File: config.mk
export PLATFORM = sky130hd
export DESIGN_NAME = ptr_delay_line
export DESIGN_NICKNAME = d
export VERILOG_FILES = /design/src/rtl/dly_pkg.sv /design/src/rtl/dly_ptr.sv /design/src/rtl/dly_store.sv /design/src/rtl/dly_out.sv /design/src/rtl/ptr_delay_line.sv
export SDC_FILE = /design/constraint.sdc
export NUM_CORES = 1
export LEC_CHECK = 0
export BUFFER_PORTS_ARGS = -buffer_cell sky130_fd_sc_hd__buf_2
export CORE_MARGIN = 10
export CORE_UTILIZATION = 35
export DETAILED_ROUTE_END_ITERATION = 10
export SETUP_SLACK_MARGIN = 0.1
export SYNTH_ARGS = -nofsm -noshare
export SYNTH_HDL_FRONTEND = slang
export SYNTH_SLANG_ARGS = --single-unit
File: constraint.sdc
create_clock -name clk -period 4.85 [get_ports clk]
set_input_delay 0 -clock clk [delete_from_list [all_inputs] [get_ports clk]]
set_output_delay 0 -clock clk [all_outputs]
set_load 0.01 [all_outputs]
File: src/rtl/dly_pkg.sv
package dly_pkg;

  // Source feeding the output port in the current cycle.
  typedef enum logic [1:0] {
    SRC_BYPASS = 2'd0,
    SRC_STORE  = 2'd1,
    SRC_ZERO   = 2'd2,
    SRC_HOLD   = 2'd3
  } dly_src_e;

endpackage

File: src/rtl/dly_ptr.sv
module dly_ptr #(
  parameter int unsigned AW = 6
) (
  input  logic          clk,
  input  logic          rst_n,
  input  logic          shift_en,
  input  logic [AW-1:0] dly_sel,
  output logic [AW-1:0] wr_addr,
  output logic [AW-1:0] rd_addr,
  output logic [AW-1:0] dly_cur,
  output logic          hist_ok
);

  localparam logic [AW-1:0] LAST = {AW{1'b1}};

  logic [AW-1:0] wr_q, wr_d;
  logic [AW-1:0] fill_q, fill_d;
  logic [AW-1:0] dly_q, dly_d;

  // Next-state logic.
  always_comb begin
    wr_d   = wr_q;
    fill_d = fill_q;
    dly_d  = dly_sel;
    if (shift_en) begin
      wr_d = wr_q + 1'b1;
      if (fill_q != LAST) fill_d = fill_q + 1'b1;
    end
  end

  // State registers. The write pointer starts at the last entry.
  always_ff @(posedge clk or negedge rst_n) begin
    if (!rst_n) begin
      wr_q   <= LAST;
      fill_q <= '0;
      dly_q  <= '0;
    end else begin
      wr_q   <= wr_d;
      fill_q <= fill_d;
      dly_q  <= dly_d;
    end
  end

  assign wr_addr = wr_q;
  assign rd_addr = wr_q - dly_q;
  assign dly_cur = dly_q;
  assign hist_ok = (fill_q >= dly_q);

  // the pointer steps by one per enabled cycle and wraps.
  assert_ptr_step_R7: assert property (@(posedge clk) disable iff (!rst_n)
    shift_en |=> (wr_q == $past(wr_q) + 1'b1));

  // the pointer holds in a stall.
  assert_ptr_hold_R6: assert property (@(posedge clk) disable iff (!rst_n)
    !shift_en |=> $stable(wr_q));

  // the delay select is taken on every edge.
  assert_dly_load_R4: assert property (@(posedge clk) disable iff (!rst_n)
    1'b1 |=> (dly_q == $past(dly_sel)));

  // the fill count never decreases while reset is off.
  assert_fill_mono_R5: assert property (@(posedge clk) disable iff (!rst_n)
    1'b1 |=> (fill_q >= $past(fill_q)));

endmodule

File: src/rtl/dly_store.sv
module dly_store #(
  parameter int unsigned DW = 8,
  parameter int unsigned AW = 6
) (
  input  logic          clk,
  input  logic          wr_en,
  input  logic [AW-1:0] wr_addr,
  input  logic [DW-1:0] wr_data,
  input  logic [AW-1:0] rd_addr,
  output logic [DW-1:0] rd_data
);

  localparam int unsigned DEPTH = 1 << AW;

  logic [DW-1:0] word_q [DEPTH];

  // One enabled register per entry; contents need no reset because
  // unwritten entries are masked by the history check.
  for (genvar gi = 0; gi < DEPTH; gi++) begin : g_word
    logic sel_w;
    assign sel_w = wr_en && (wr_addr == AW'(gi));
    always_ff @(posedge clk) begin
      if (sel_w) word_q[gi] <= wr_data;
    end
  end

  assign rd_data = word_q[rd_addr];

endmodule

File: src/rtl/dly_out.sv
module dly_out
  import dly_pkg::*;
#(
  parameter int unsigned DW = 8,
  parameter int unsigned AW = 6
) (
  input  logic          clk,
  input  logic          rst_n,
  input  logic          shift_en,
  input  logic [DW-1:0] din,
  input  logic [DW-1:0] store_data,
  input  logic [AW-1:0] dly_cur,
  input  logic          hist_ok,
  output logic [DW-1:0] dout
);

  dly_src_e      src;
  logic [DW-1:0] hold_q, hold_d;

  always_comb begin
    if (!shift_en)          src = SRC_HOLD;
    else if (dly_cur == '0) src = SRC_BYPASS;
    else if (!hist_ok)      src = SRC_ZERO;
    else                    src = SRC_STORE;
  end

  always_comb begin
    unique case (src)
      SRC_BYPASS: dout = din;
      SRC_STORE:  dout = store_data;
      SRC_ZERO:   dout = '0;
      default:    dout = hold_q;
    endcase
  end

  always_comb begin
    hold_d = hold_q;
    if (shift_en) hold_d = dout;
  end

  always_ff @(posedge clk or negedge rst_n) begin
    if (!rst_n) hold_q <= '0;
    else        hold_q <= hold_d;
  end

  // zero delay passes the input through in the same cycle.
  assert_bypass_R3: assert property (@(posedge clk) disable iff (!rst_n)
    (shift_en && dly_cur == '0) |-> (dout == din));

  // taps into unwritten history read as zero.
  assert_empty_zero_R5: assert property (@(posedge clk) disable iff (!rst_n)
    (shift_en && dly_cur != '0 && !hist_ok) |-> (dout == '0));

  // consecutive stalled cycles keep the output steady.
  assert_stall_hold_R6: assert property (@(posedge clk) disable iff (!rst_n)
    (!shift_en && $past(!shift_en)) |-> $stable(dout));

endmodule

File: src/rtl/ptr_delay_line.sv
module ptr_delay_line #(
  parameter int unsigned DW = 8,
  parameter int unsigned AW = 6
) (
  input  logic          clk,
  input  logic          rst_n,
  input  logic          shift_en,
  input  logic [DW-1:0] din,
  input  logic [AW-1:0] dly_sel,
  output logic [DW-1:0] dout
);

  // Reset: asserted asynchronously, released on a clock edge.
  logic [1:0] rst_sync_q;
  logic       rst_int_n;

  always_ff @(posedge clk or negedge rst_n) begin
    if (!rst_n) rst_sync_q <= '0;
    else        rst_sync_q <= {rst_sync_q[0], 1'b1};
  end
  assign rst_int_n = rst_sync_q[1];

  logic [AW-1:0] wr_addr, rd_addr, dly_cur;
  logic          hist_ok;
  logic [DW-1:0] store_data;
  logic          en_int;

  // No writes or pointer motion while the block is held in reset.
  assign en_int = shift_en && rst_int_n;

  dly_ptr #(.AW(AW)) u_ptr (
    .clk      (clk),
    .rst_n    (rst_int_n),
    .shift_en (en_int),
    .dly_sel  (dly_sel),
    .wr_addr  (wr_addr),
    .rd_addr  (rd_addr),
    .dly_cur  (dly_cur),
    .hist_ok  (hist_ok)
  );

  dly_store #(.DW(DW), .AW(AW)) u_store (
    .clk     (clk),
    .wr_en   (en_int),
    .wr_addr (wr_addr),
    .wr_data (din),
    .rd_addr (rd_addr),
    .rd_data (store_data)
  );

  dly_out #(.DW(DW), .AW(AW)) u_out (
    .clk        (clk),
    .rst_n      (rst_int_n),
    .shift_en   (en_int),
    .din        (din),
    .store_data (store_data),
    .dly_cur    (dly_cur),
    .hist_ok    (hist_ok),
    .dout       (dout)
  );

  // the output is zero while reset is held.
  assert_reset_zero_R1: assert property (@(posedge clk)
    !rst_int_n |-> (dout == '0));

endmodule

==> results.md <==
* Syn_nets at 1,007
* Footprint of the multi-input gates at 5020 um2
* CP required at 4.85 ns
* GRT Util Overall at 0.131
* Actual slew at the worst max-slew pin at 1.11 ns
* Die area at 71,200 um2
* Max-cap violations at 0
* Hold WC Path Type: input pin to flip-flop
* LEAKAGE at 7.56 nW
* Critical path launch point type: flip-flop
* CTS buffer count at 52
* Post-synthesis sequential area ratio at 0.754
* Area of the mapped netlist at 21,300 um2
* Vias per cell at 5.29
* DRC Markers at 0
* Cell count after synthesis at 973
* Largest net degree at the start of global routing at 66
* IO Pins at 25
* Vias at 9,899
* Fmax at 0.220 GHz
* Top cell type's share of synthesized area at 0.721
* Crit-path max cell delay at 1.03 ns
* GR Util met1 at 0.177
* Chip width at 267 um
* Final wirelength at 46,800 um
* Worst-Skew Late Latency at 0.60 ns
* CP Max Fanout at 24
* Most common cell on crit path: mux4_2
* Slew Limit Fails at 0
* Outcome: finished, final reports clean
* Reg clk slew, reported paths at 0.06 ns
* Biggest area consumer among synthesized cells: edfxtp_1
* CTS tree: built
* CP Capture Type: output port
* Power Total at 14.0 mW
* Period utilization at 0.939
* GRT overflow at 0
* Post-layout net count at 1,082
* Layout Utilization at 0.401
* Clk buf depth at 3
* Area contributors post-synth: edfxtp_1 72%, mux4_2 17%, dfrtp_1 2.6%
* ANT cells at 0
* Setup_tns at 0 ns
* H-tree depth at 2
* RSZ-0062 raised after global routing: no
* GR Util met3 at 0.0212
* Row cnt at 90
* Initial core utilization at 0.353
* Fill count at 5,284
* Fraction of layout cells with a size suffix above 1 at 0.295
* Routed len/inst at 25.0 um
* Vias in the first global route at 10.1k
* Post-route ant nets at 0
* Crit Path Category: flip-flop to output port
* Placed Cells at 1,765
* Fin cells at 1,870
* Worst clock skew at 0.0249 ns
* Antenna violations before repair at 0
* Drt pass-1 iters at 5
* Fin crit period at 4.55 ns
* Synthesized area per cell at 21.9 um2
* Register Area at 16,100 um2
* Ys Warns at 0
* Area growth syn-to-layout at 13.6%
* Worst path cell trace: inv_1 > ha_4 > fa_4 > buf_12 > buf_4 > mux4_2 > mux4_2 > a221oi_2 > a31oi_1 > buf_2
* GR peak layer: met2
* Maximum vdd ir drop at 0.000353 V
* PwrDens at 577 nW/um2
* CTS sink count at 540
* Final RePlAce weighted congestion at 0.744
* Yosys cell types at 45
* Critical Path AT at 4.55 ns
* Detailed placement HPWL at 29,200 um
* #FFs+latches synth at 540
* Chip height at 267 um
* Relative slew margins at 0.257
* CTS root buf: clkbuf_16
* Global-route wire length before repair at 69,100 um
* # resized after CTS at 0
* Iteration-0 DRC Markers at 1,000
* Core box area at 60,400 um2
* Setup-failing EPs final at 0
* Slowest cell on crit path: fa_4
* M2 GR Usage at 0.214
* Final Hold Viols at 0
* Port-buffer cells at 24
registers in the layout, summed over array words and instances, names as in the netlist:
register and cells:
rst_sync_q 2, u_ptr.wr_addr 6, u_ptr.fill_q 6, u_store.word_q 512
u_ptr.dly_cur 6, u_out.hold_q 8
report_power, final:
group	switching, mW	total [mW]	internal, mW	leakage, nW
sequential	0.104	5.36	5.26	4.93
combinational	2.41	4.79	2.38	1.85
clock	1.67	3.82	2.16	0.784
metrics by stage:
step	instance area (um2)	hold WS (ns)	setup slack, ns
5_1_grt	24200	0.0504	0.190
4_1_cts	24200	0.0188	0.161
6_report	24200	0.0485	0.296
3_5_place_dp	22500	-0.210	0.811
2_1_floorplan	21300	-0.296	1.50
3_3_place_gp	22500	-0.215	0.851
layer usage:
metal  share of wire  wire length [um]  vias up
met5               0                 0        -
met3           0.057              2690       76
met1            0.42             19700     5292
met2            0.49             23100      321
met4           0.028              1310        0
li1                -                 -     4210
cells in the mapped netlist, drive strengths merged:
| cell | count |
|---|---|
| a21o | 1 |
| nor3b | 2 |
| o21ai | 2 |
| nand4 | 4 |
| ha | 16 |
| conb | 1 |
| dfstp | 6 |
| nand2 | 33 |
| o22ai | 2 |
| a31oi | 15 |
| nor3 | 3 |
| a31o | 1 |
| xnor2 | 11 |
| nor2 | 74 |
| and2 | 2 |
| o31ai | 1 |
| nand3 | 6 |
| dfrtp | 22 |
| mux4 | 161 |
| edfxtp | 512 |
| buf | 22 |
| a221oi | 7 |
| nand3b | 2 |
| or4 | 1 |
| nand2b | 1 |
| o32ai | 1 |
| xor2 | 2 |
| or3 | 2 |
| mux2 | 8 |
| inv | 10 |
| nor4 | 1 |
| or2 | 1 |
| o21a | 2 |
| and3 | 1 |
| clkbuf | 24 |
| a21oi | 6 |
| nor2b | 5 |
| o31a | 1 |
| fa | 1 |
final cells by class:
type,instances,share of cell area
Sequential cell,540,0.664
Multi-Input combinational cell,377,0.207
Clock buffer,64,0.0565
Tap cell,782,0.0404
Timing Repair Buffer,67,0.0212
Clock inverter,30,0.00940
Inverter,10,0.00155
worst max-delay path, delay by kind of cell, from the launching register on:
kind | cells | cell delay [ns]
adders and majority gates | 2 | 1.22
muxes | 2 | 0.85
buffers and inverters | 4 | 0.82
DFF | 1 | 0.56
AOI/OAI and AO/OA | 2 | 0.50
what timing repair did:
action | CTS | global route
endpoints found under the hold margin | 40 | 0
hold buffers | 10 | 0
setup buffers | 0 | 1
setup endpoints to repair | 0 | 4
final timing paths:
kind                                  start                     to  slack, ns  cells past startpoint
max in group asynchronous     rst_sync_q[1]       u_ptr.wr_addr[1]       3.93                      1
setup reg to reg           u_ptr.wr_addr[0]        u_out.hold_q[5]       0.97                      9
hold reg to reg               rst_sync_q[1]        u_ptr.fill_q[3]       0.19                      0
hold / removal                       din[0]  u_store.word_q[63][0]       0.05                      1
setup / recovery           u_ptr.wr_addr[0]                dout[5]       0.30                     10
min in group asynchronous     rst_sync_q[1]        u_ptr.fill_q[3]       0.19                      0
kinds of logic (layout without fill, tap and decap cells):
kind of cell,after synthesis,after routing,synth area share
AOI/OAI and AO/OA,39,39,0.0144
muxes,169,169,0.174
other,1,1,0.000176
DFF,540,540,0.754
adders and majority gates,17,17,0.0103
and+or+nand+nor,138,138,0.0289
xor gates and xnor gates,13,13,0.00534
buffers and inverters,56,171,0.0126
placed cells by master (no fill, tap or decap), types with 5 or more instances in the layout:
cell	synthesis	final
nand2_1	33	33
dfstp_2	6	6
a31oi_1	15	15
dlygate4sd3_1	0	10
ha_1	16	15
clkinv_1	0	12
inv_1	9	9
nor2b_1	5	5
buf_2	16	24
edfxtp_1	512	512
nand3_1	6	6
nor2_1	73	73
dfrtp_1	22	22
a21oi_1	6	5
clkbuf_1	24	11
clkinv_2	0	10
mux2_2	8	8
clkbuf_16	0	53
a221oi_2	7	7
mux4_2	161	161
xnor2_1	11	10
buf_4	2	30
No activity file was read; power rests on OpenSTA's default activity.
